--- src/rtl/smd_pkg.sv ---
package smd_pkg;
  typedef enum logic [1:0] {
    CLS_SINGLE = 2'b00,
    CLS_DOUBLE = 2'b01,
    CLS_QUAD   = 2'b10,
    CLS_OOR    = 2'b11
  } rate_cls_e;
endpackage

--- src/rtl/smd_period_counter.sv ---
module smd_period_counter #(
  parameter int CNT_W = 9
) (
  input  logic             clk,
  input  logic             rst_n,
  input  logic             frame_sync,
  output logic [CNT_W-1:0] period,
  output logic             meas_stb
);
  localparam logic [CNT_W-1:0] CNT_MAX = {CNT_W{1'b1}};
  localparam logic [CNT_W-1:0] CNT_ONE = CNT_W'(1);

  logic             fs_q, armed_q, stb_q;
  logic [CNT_W-1:0] cnt_q, per_q;
  logic             armed_d, stb_d, rise;
  logic [CNT_W-1:0] cnt_d, per_d;

  always_comb begin
    rise    = frame_sync & ~fs_q;
    cnt_d   = (cnt_q == CNT_MAX) ? cnt_q : cnt_q + CNT_ONE;
    per_d   = per_q;
    stb_d   = 1'b0;
    armed_d = armed_q;
    if (rise) begin
      cnt_d   = CNT_ONE;
      per_d   = cnt_q;
      stb_d   = armed_q;
      armed_d = 1'b1;
    end
  end

  always_ff @(posedge clk or negedge rst_n) begin
    if (!rst_n) begin
      fs_q    <= 1'b0;
      cnt_q   <= '0;
      per_q   <= '0;
      stb_q   <= 1'b0;
      armed_q <= 1'b0;
    end else begin
      fs_q    <= frame_sync;
      cnt_q   <= cnt_d;
      per_q   <= per_d;
      stb_q   <= stb_d;
      armed_q <= armed_d;
    end
  end

  assign period   = per_q;
  assign meas_stb = stb_q;
endmodule

--- src/rtl/smd_classify.sv ---
module smd_classify
  import smd_pkg::*;
#(
  parameter int CNT_W = 9,
  parameter int TH_SS = 245,
  parameter int TH_DS = 122,
  parameter int TH_QS = 61
) (
  input  logic [CNT_W-1:0] period,
  output rate_cls_e        cls
);
  localparam logic [CNT_W-1:0] LIM_SS = CNT_W'(TH_SS);
  localparam logic [CNT_W-1:0] LIM_DS = CNT_W'(TH_DS);
  localparam logic [CNT_W-1:0] LIM_QS = CNT_W'(TH_QS);

  always_comb begin
    if (period >= LIM_SS)      cls = CLS_SINGLE;
    else if (period >= LIM_DS) cls = CLS_DOUBLE;
    else if (period >= LIM_QS) cls = CLS_QUAD;
    else                       cls = CLS_OOR;
  end
endmodule

--- src/rtl/smd_debounce.sv ---
module smd_debounce
  import smd_pkg::*;
(
  input  logic       clk,
  input  logic       rst_n,
  input  logic       meas_stb,
  input  rate_cls_e  cls,
  output logic [1:0] det_mode,
  output logic       rate_valid,
  output logic       out_of_range
);
  rate_cls_e  prev_q, prev_d;
  logic [1:0] mode_q, mode_d;
  logic       valid_q, valid_d, oor_q, oor_d;

  always_comb begin
    prev_d  = prev_q;
    mode_d  = mode_q;
    valid_d = valid_q;
    oor_d   = oor_q;
    if (meas_stb) begin
      prev_d = cls;
      if (cls == CLS_OOR) begin
        oor_d   = 1'b1;
        valid_d = 1'b0;
      end else begin
        oor_d = 1'b0;
        if (cls == prev_q) begin
          mode_d  = cls;
          valid_d = 1'b1;
        end
      end
    end
  end

  always_ff @(posedge clk or negedge rst_n) begin
    if (!rst_n) begin
      prev_q  <= CLS_OOR;
      mode_q  <= CLS_SINGLE;
      valid_q <= 1'b0;
      oor_q   <= 1'b0;
    end else begin
      prev_q  <= prev_d;
      mode_q  <= mode_d;
      valid_q <= valid_d;
      oor_q   <= oor_d;
    end
  end

  assign det_mode     = mode_q;
  assign rate_valid   = valid_q;
  assign out_of_range = oor_q;
endmodule

--- src/rtl/speed_mode_detect.sv ---
module speed_mode_detect
  import smd_pkg::*;
#(
  parameter int REF_KHZ = 12288
) (
  input  logic       clk,
  input  logic       rst_n,
  input  logic       frame_sync,
  input  logic       auto_en,
  input  logic [1:0] force_mode,
  input  logic       hw_strap,
  input  logic       filt_sel_sw,
  output logic [1:0] mode,
  output logic [7:0] osr,
  output logic       rate_valid,
  output logic       out_of_range,
  output logic       filt_slow
);
  localparam int TH_SS = REF_KHZ / 50;
  localparam int TH_DS = REF_KHZ / 100;
  localparam int TH_QS = REF_KHZ / 200;
  localparam int CNT_W = $clog2(TH_SS + 1) + 1;

  logic             rst_s1, rst_s2;
  logic [CNT_W-1:0] period;
  logic             meas_stb;
  rate_cls_e        cls;
  logic [1:0]       det_mode;

  // reset asserts at once and is released on a clock edge
  always_ff @(posedge clk or negedge rst_n) begin
    if (!rst_n) begin
      rst_s1 <= 1'b0;
      rst_s2 <= 1'b0;
    end else begin
      rst_s1 <= 1'b1;
      rst_s2 <= rst_s1;
    end
  end

  smd_period_counter #(.CNT_W(CNT_W)) u_cnt (
    .clk(clk), .rst_n(rst_s2), .frame_sync(frame_sync),
    .period(period), .meas_stb(meas_stb)
  );

  smd_classify #(.CNT_W(CNT_W), .TH_SS(TH_SS), .TH_DS(TH_DS), .TH_QS(TH_QS)) u_cls (
    .period(period), .cls(cls)
  );

  smd_debounce u_deb (
    .clk(clk), .rst_n(rst_s2), .meas_stb(meas_stb), .cls(cls),
    .det_mode(det_mode), .rate_valid(rate_valid), .out_of_range(out_of_range)
  );

  always_comb begin
    if (auto_en)                   mode = det_mode;
    else if (force_mode == 2'b11)  mode = 2'b10;
    else                           mode = force_mode;
    case (mode)
      2'b00:   osr = 8'd128;
      2'b01:   osr = 8'd64;
      default: osr = 8'd32;
    endcase
    filt_slow = filt_sel_sw & ~hw_strap;
  end
endmodule

--- config.mk ---
export PLATFORM = sky130hd
export DESIGN_NAME = speed_mode_detect
export DESIGN_NICKNAME = d
export VERILOG_FILES = /design/src/rtl/smd_pkg.sv /design/src/rtl/smd_period_counter.sv /design/src/rtl/smd_classify.sv /design/src/rtl/smd_debounce.sv /design/src/rtl/speed_mode_detect.sv
export SDC_FILE = /design/constraint.sdc
export NUM_CORES = 1
export LEC_CHECK = 0
export BUFFER_PORTS_ARGS = -buffer_cell sky130_fd_sc_hd__buf_4
export CAP_MARGIN = 20
export CORE_ASPECT_RATIO = 1.4
export CORE_MARGIN = 2
export CORE_UTILIZATION = 57
export DETAILED_ROUTE_END_ITERATION = 10
export HOLD_SLACK_MARGIN = 0.03
export PLACE_DENSITY_LB_ADDON = 0.2
export SLEW_MARGIN = 0
export SYNTH_ARGS = -nofsm -noshare
export SYNTH_HDL_FRONTEND = slang
export SYNTH_SLANG_ARGS = --single-unit
--- constraint.sdc ---
create_clock -name clk -period 1.8 [get_ports clk]
set_input_delay 0.09 -clock clk [delete_from_list [all_inputs] [get_ports clk]]
set_output_delay 0.09 -clock clk [all_outputs]
set_load 0.05 [all_outputs]
==> flow_results.xml, run 1 <==
<?xml version="1.0" encoding="UTF-8"?>
<metrics>
  <group name="outcome">
    <metric name="outcome" unit="">finished clean</metric>
  </group>
  <group name="routing">
    <metric name="route.top_layer_used" unit="">met4</metric>
    <metric name="drtIter0Drc" unit="">10</metric>
    <metric name="route.vias.total" unit="">966</metric>
    <metric name="ant_nets" unit="">0</metric>
    <metric name="route.final.wire_length" unit="µm">2570</metric>
    <metric name="drc_errors" unit="">0</metric>
    <metric name="wl_met1" unit="µm">919</metric>
    <metric name="drt-wirelength-per-cell" unit="µm">14.8</metric>
    <metric name="met3RoutedLength" unit="µm">93</metric>
    <metric name="routed_via_density" unit="">5.55</metric>
    <metric name="drtPass1Iterations" unit="">4</metric>
    <metric name="met2_length" unit="µm">1490</metric>
  </group>
  <group name="cells_and_area">
    <metric name="insertedDiodeCount" unit="">0</metric>
    <metric name="multi_input_area" unit="µm²">617</metric>
    <metric name="fin_util" unit="%">70.5</metric>
    <metric name="layout.nets" unit="">160</metric>
    <metric name="layout.filler_cells" unit="">189</metric>
    <metric name="footprint_of_the_flip_flops_and_latches" unit="µm²">728</metric>
    <metric name="area_growth" unit="%">19.6</metric>
    <metric name="proportion_of_layout_cells_with_a_drive_suffix_above_1" unit="%">33.8</metric>
  </group>
  <group name="floorplanning">
    <metric name="io_pins" unit="">21</metric>
    <metric name="starting_density_of_the_core" unit="%">58.9</metric>
    <metric name="die_area" unit="µm²">2830</metric>
    <metric name="floorplan.rows" unit="">21</metric>
    <metric name="fp.dieW" unit="µm">45.6</metric>
    <metric name="die_span_in_y" unit="µm">62.2</metric>
    <metric name="core_area" unit="µm²">2340</metric>
  </group>
  <group name="placed_design">
    <metric name="globalplace.congestion" unit="">0.722</metric>
    <metric name="hpwl" unit="µm">1840</metric>
    <metric name="port-buffer-count" unit="">15</metric>
  </group>
  <group name="global_route">
    <metric name="global_route.overflow_total" unit="">0</metric>
    <metric name="global_route_wire_length_before_repair" unit="µm">4100</metric>
    <metric name="largest_net_degree_at_the_start_of_global_routing" unit="">28</metric>
    <metric name="number_of_global_route_vias_before_repair" unit="">933</metric>
    <metric name="number_of_antenna_violations_at_the_first_check_in_global_routing" unit="">0</metric>
    <metric name="grt_util_all_layers" unit="%">20.5</metric>
  </group>
  <group name="cts">
    <metric name="tritoncts.num_buffers" unit="">5</metric>
    <metric name="clock-root-buffer" unit="">clkbuf_4</metric>
    <metric name="insertion_delay" unit="ns">0.33</metric>
    <metric name="count_of_h_tree_levels_built_during_cts" unit="">2</metric>
    <metric name="cts_tree" unit="">built</metric>
    <metric name="path_clk_slew" unit="ns">0.10</metric>
    <metric name="cts.sinks" unit="">29</metric>
    <metric name="clock_tree.buffer_depth" unit="">2</metric>
  </group>
  <group name="synthesis">
    <metric name="ys_ff_latch" unit="">29</metric>
    <metric name="ys_seq_area_share" unit="%">52.9</metric>
    <metric name="netlist-cell-type-count" unit="">33</metric>
    <metric name="syn_area" unit="µm²">1380</metric>
    <metric name="post-synth-top-area-fraction" unit="%">49.0</metric>
    <metric name="synth.cells.most_frequent" unit="">27 x dfrtp_1, 13 x nor2_1, 12 x mux2_2</metric>
    <metric name="synth_area_leaders" unit="">dfrtp_1 49%, mux2_2 9.8%, dfstp_2 3.8%</metric>
    <metric name="synthesis.area_per_instance" unit="µm²">11.0</metric>
    <metric name="yosys_warnings" unit="">0</metric>
    <metric name="asyncSetResetFlopFracSynth" unit="%">100</metric>
    <metric name="synth_edf_count" unit="">0</metric>
    <metric name="synthesis.instances" unit="">125</metric>
    <metric name="synth_most_common_cell" unit="">dfrtp_1</metric>
    <metric name="yosys_most_used_dff" unit="">dfrtp_1</metric>
    <metric name="yosys.area.top_type" unit="">dfrtp_1</metric>
  </group>
  <group name="sta">
    <metric name="whs" unit="ns">0.0648</metric>
    <metric name="unrepaired_setup_endpoints_after_global_routing" unit="">yes</metric>
    <metric name="timing.final.hold_violations" unit="">0</metric>
    <metric name="timing.fmax" unit="MHz">566</metric>
    <metric name="period_needed" unit="ns">1.77</metric>
    <metric name="clock_skew" unit="ns">0.0120</metric>
    <metric name="finalSetupViolCount" unit="">0</metric>
    <metric name="final.period_utilization" unit="%">98.2</metric>
    <metric name="maxSlewViolCount" unit="">0</metric>
  </group>
  <group name="critical_path">
    <metric name="crit_arrival" unit="ns">2.01</metric>
    <metric name="critical_path.slowest_cell" unit="">dfrtp_1</metric>
    <metric name="critical_path.max_stage_delay" unit="ns">0.43</metric>
    <metric name="critPathRequiredTime" unit="ns">2.05</metric>
    <metric name="regToRegSetupSlack" unit="ns">0.03</metric>
    <metric name="critPathTopFamily" unit="">simple AND/OR/NAND/NOR gates</metric>
    <metric name="r2r_cells" unit="">7</metric>
    <metric name="crit_path_start_kind" unit="">register</metric>
    <metric name="endpoint_kind" unit="">register</metric>
    <metric name="timing.critical_path.depth" unit="">7</metric>
    <metric name="crit_path_frequent_cell" unit="">ha_2</metric>
    <metric name="buffers_inverters_on_critical_path" unit="">0</metric>
    <metric name="worstSetupPathType" unit="">register to register</metric>
    <metric name="worstPathCellList" unit="">ha_2 &gt; nand3_1 &gt; nor2_1 &gt; ha_2 &gt; nand4b_1 &gt; or3_4 &gt; a21oi_2</metric>
    <metric name="timing.critical_path.fanout_max" unit="">4</metric>
  </group>
  <group name="pwr">
    <metric name="max-vdd-ir-drop" unit="V">0.00118</metric>
    <metric name="p_per_area" unit="nW/µm²">1100</metric>
    <metric name="power_leakage" unit="nW">0.743</metric>
  </group>
  <group name="job">
    <metric name="cap_violations" unit="">0</metric>
  </group>
  <group name="min_path">
    <metric name="hold_crit_class" unit="">input pin to async pin</metric>
  </group>
</metrics>
==> where the power goes <==
part | internal, mW | leakage (nW) | switching [mW]
registers | 0.751 | 0.368 | 0.0954
logic | 0.174 | 0.330 | 0.234
clock network | 0.332 | 0.0455 | 0.221
total | 1.26 | 0.743 | 0.551
==> worst paths after layout <==
path                                 endpoint      startpoint
max in group asynchronous     u_deb.prev_q[1]          rst_s2
setup / recovery               u_cnt.cnt_q[7]  u_cnt.cnt_q[0]
setup reg to reg               u_cnt.cnt_q[7]  u_cnt.cnt_q[0]
min in group clk                       rst_s2          rst_s1
hold / removal                         rst_s1           rst_n
hold reg to reg            u_deb.out_of_range          rst_s2
==> metal layers <==
metal / track usage (%) / vias to the layer above
li1: - / 468
met4: 9.93 / 0
met3: 6.98 / 7
met1: 21.1 / 474
met5: 0 / -
met2: 34.9 / 17
==> state kept, by name (all words and copies together) (netlist names) <==
name                flops
rst_s1                  1
u_cnt.fs_q              1
u_cnt.armed_q           1
u_cnt.cnt_q             9
u_deb.prev_q            2
u_deb.rate_valid        1
u_deb.det_mode          2
u_cnt.period            9
rst_s2                  1
u_deb.out_of_range      1
u_cnt.meas_stb          1
==> cell type report <==
type / instances / share of cell area [%]
flip-flops and latches: 29 / 44.2
clock inverters: 1 / 1.82
well taps: 23 / 1.75
clock buffers: 7 / 3.34
inverters: 3 / 0.683
multi-input cells: 88 / 37.4
repair buffers: 23 / 10.8
==> what timing repair did <==
item,4_1_cts,5_1_grt
endpoints found under the hold margin,3,0
resized for setup,0,7
setup buffers,0,1
endpoints found under the setup margin,0,3
hold buffers,2,0
==> layout by cell type, fill, tap and decap left out, types with 3 or more instances in the layout <==
cell,count
a21oi_2,3
buf_4,21
clkbuf_4,5
conb_1,6
dfrtp_1,27
inv_1,3
mux2_2,12
nand2_1,6
nand3_1,3
nor2_1,13
nor2b_1,3
nor3b_1,4
o21ai_0,4
o21ai_1,3
xor2_1,5
==> kinds of logic after synthesis <==
logic type                 share of synthesized area [%]
xor gates and xnor gates                            4.45
AOI/OAI and AO/OA                                   8.08
DFF                                                 52.9
muxes                                               11.3
other                                              0.545
adders and majority gates                           1.82
buffers and inverters                               5.18
and+or+nand+nor                                     15.8
==> per-stage QoR <==
stage / setup TNS, ns / std cells / area (µm²) / power, mW / setup WS, ns
after floorplan: 0 / 129 / 1400 / 1.13 / 0.0216
after global placement: 0 / 163 / 1520 / 1.23 / 0.135
after detailed placement: 0 / 163 / 1520 / 1.25 / 0.0349
after CTS: 0 / 173 / 1620 / 1.81 / 0.00856
after global routing: -0.0432 / 174 / 1650 / 1.89 / -0.0432
final: 0 / 174 / 1650 / 1.81 / 0.0322
(Power assumes the default switching activity.)
==> inputs of run 2 (changes only) <==
Settings changed: CTS_BUF_LIST set to sky130_fd_sc_hd__clkbuf_2 sky130_fd_sc_hd__clkbuf_4 sky130_fd_sc_hd__clkbuf_8, SLEW_MARGIN 0 to unset.
==> flow_results.xml, run 2 (synthesis gave the netlist of run 1 again) <==
<?xml version="1.0" encoding="UTF-8"?>
<metrics>
  <group name="outcome">
    <metric name="outcome" unit="">finished clean</metric>
  </group>
  <group name="cts">
    <metric name="tritoncts.num_buffers" unit="">5</metric>
    <metric name="clock-root-buffer" unit="">clkbuf_4</metric>
    <metric name="clock_tree.buffer_depth" unit="">2</metric>
    <metric name="cts.sinks" unit="">29</metric>
    <metric name="insertion_delay" unit="ns">0.33</metric>
    <metric name="count_of_h_tree_levels_built_during_cts" unit="">2</metric>
    <metric name="path_clk_slew" unit="ns">0.10</metric>
    <metric name="cts_tree" unit="">built</metric>
  </group>
  <group name="critical_path">
    <metric name="endpoint_kind" unit="">register</metric>
    <metric name="timing.critical_path.fanout_max" unit="">4</metric>
    <metric name="worstSetupPathType" unit="">register to register</metric>
    <metric name="regToRegSetupSlack" unit="ns">0.03</metric>
    <metric name="crit_start" unit="">u_cnt.cnt_q[0]</metric>
    <metric name="crit_arrival" unit="ns">2.02</metric>
    <metric name="crit_path_start_kind" unit="">register</metric>
    <metric name="timing.critical_path.to" unit="">u_cnt.cnt_q[7]</metric>
    <metric name="critPathRequiredTime" unit="ns">2.05</metric>
    <metric name="worstReg2RegEnd" unit="">u_cnt.cnt_q[7]</metric>
    <metric name="r2r_cells" unit="">7</metric>
    <metric name="worst_r2r_startpoint" unit="">u_cnt.cnt_q[0]</metric>
  </group>
  <group name="floorplanning">
    <metric name="die_area" unit="µm²">2830</metric>
    <metric name="io_pins" unit="">21</metric>
    <metric name="die_span_in_y" unit="µm">62.2</metric>
    <metric name="floorplan.rows" unit="">21</metric>
    <metric name="core_area" unit="µm²">2340</metric>
    <metric name="fp.dieW" unit="µm">45.6</metric>
    <metric name="starting_density_of_the_core" unit="%">58.9</metric>
  </group>
  <group name="placed_design">
    <metric name="globalplace.congestion" unit="">0.722</metric>
    <metric name="dpl.cell_count" unit="">163</metric>
    <metric name="placed_area" unit="µm²">1520</metric>
    <metric name="port-buffer-count" unit="">15</metric>
    <metric name="hpwl" unit="µm">1840</metric>
  </group>
  <group name="sta">
    <metric name="clock_skew" unit="ns">0.0119</metric>
    <metric name="timing.final.hold_violations" unit="">0</metric>
    <metric name="period_needed" unit="ns">1.77</metric>
    <metric name="setup_total_negative_slack" unit="ns">0</metric>
    <metric name="maxSlewViolCount" unit="">0</metric>
    <metric name="timing.fmax" unit="MHz">565</metric>
    <metric name="finalSetupViolCount" unit="">0</metric>
    <metric name="final.period_utilization" unit="%">98.3</metric>
    <metric name="unrepaired_setup_endpoints_after_global_routing" unit="">yes</metric>
  </group>
  <group name="routing">
    <metric name="routed_via_density" unit="">5.54</metric>
    <metric name="route.final.wire_length" unit="µm">2570</metric>
    <metric name="drc_errors" unit="">0</metric>
    <metric name="route.vias.total" unit="">964</metric>
    <metric name="ant_nets" unit="">0</metric>
    <metric name="drt-wirelength-per-cell" unit="µm">14.8</metric>
    <metric name="drtPass1Iterations" unit="">4</metric>
    <metric name="drtIter0Drc" unit="">10</metric>
  </group>
  <group name="global_route">
    <metric name="number_of_antenna_violations_at_the_first_check_in_global_routing" unit="">0</metric>
    <metric name="grt_util_all_layers" unit="%">20.7</metric>
    <metric name="number_of_global_route_vias_before_repair" unit="">932</metric>
    <metric name="global_route.overflow_total" unit="">0</metric>
    <metric name="largest_net_degree_at_the_start_of_global_routing" unit="">28</metric>
    <metric name="global_route_wire_length_before_repair" unit="µm">4130</metric>
  </group>
  <group name="cells_and_area">
    <metric name="layout.filler_cells" unit="">188</metric>
    <metric name="layout.nets" unit="">160</metric>
    <metric name="proportion_of_layout_cells_with_a_drive_suffix_above_1" unit="%">34.4</metric>
    <metric name="final_design_area_no_fill" unit="µm²">1650</metric>
    <metric name="insertedDiodeCount" unit="">0</metric>
    <metric name="area_growth" unit="%">19.9</metric>
    <metric name="final_cell_count_without_fillers" unit="">174</metric>
    <metric name="layout.cells.most_common_list" unit="">27 x dfrtp_1, 21 x buf_4, 13 x nor2_1, 12 x mux2_2</metric>
    <metric name="layout.cells.most_common" unit="">dfrtp_1</metric>
  </group>
  <group name="pwr">
    <metric name="power_leakage" unit="nW">0.746</metric>
    <metric name="max-vdd-ir-drop" unit="V">0.00118</metric>
    <metric name="p_per_area" unit="nW/µm²">1100</metric>
  </group>
  <group name="min_path">
    <metric name="hold_crit_class" unit="">input pin to async pin</metric>
  </group>
  <group name="job">
    <metric name="cap_violations" unit="">0</metric>
  </group>
</metrics>
run 2: cell counts in the layout (fill, tap and decap cells not counted):
Identical to the previous run, type by type.
run 2: report_power, final:
part / switching, mW / total (mW) / leakage, nW / internal [mW]
registers: 0.0950 / 0.846 / 0.368 / 0.751
logic: 0.234 / 0.408 / 0.330 / 0.174
clock network: 0.224 / 0.571 / 0.0489 / 0.347
total: 0.553 / 1.82 / 0.746 / 1.27
run 2: metal layers:
metal,share of wire (%),up-vias,global-route usage (%)
met5,0,-,0
met4,2.7,0,11.0
met3,3.6,7,6.98
met2,57,17,34.9
met1,36,473,21.3
li1,-,467,-
run 2: area by class of cell:
type / instances / area, µm² / share of cell area (%)
timing repair buffer: 23 / 178 / 10.8
clock buffer: 7 / 58.8 / 3.56
multi-input combinational: 88 / 617 / 37.3
clock inverter: 1 / 30.0 / 1.82
tap: 23 / 28.8 / 1.74
inverter: 3 / 11.3 / 0.682
sequential: 29 / 728 / 44.1
run 2: how the worst min path moves through the flow:
stage,endpoint,slack [ns],cells after the start
2_1_floorplan,rst_s1,-0.21,0
3_3_place_gp,rst_s2,-0.13,1
3_5_place_dp,rst_s1,-0.13,1
4_1_cts,rst_s2,0.05,2
5_1_grt,rst_s2,0.06,2
6_report,rst_s1,0.06,2
run 2: timing repair:
item	in CTS	in global routing
endpoints found under the hold margin	3	0
resized for setup	0	7
setup buffers	0	1
setup endpoints to repair	0	3
hold buffers	2	0
run 2: metrics by stage:
stage / total power [mW] / hold WS [ns] / worst slack [ns] / utilization [%]
2_1_floorplan: 1.13 / -0.206 / 0.0216 / -
3_3_place_gp: 1.23 / -0.128 / 0.135 / 64.8
3_5_place_dp: 1.25 / -0.125 / 0.0349 / 64.8
4_1_cts: 1.83 / 0.0541 / 0.00769 / 69.5
5_1_grt: 1.91 / 0.0641 / -0.0479 / 70.6
6_report: 1.82 / 0.0616 / 0.0311 / 70.6
run 2: worst max-delay path, cell delays in order, from the launching register on:
cell	delay, ns
dfrtp_1	0.43
ha_2	0.22
nand3_1	0.08
nor2_1	0.05
ha_2	0.19
nand4b_1	0.21
or3_4	0.37
a21oi_2	0.16
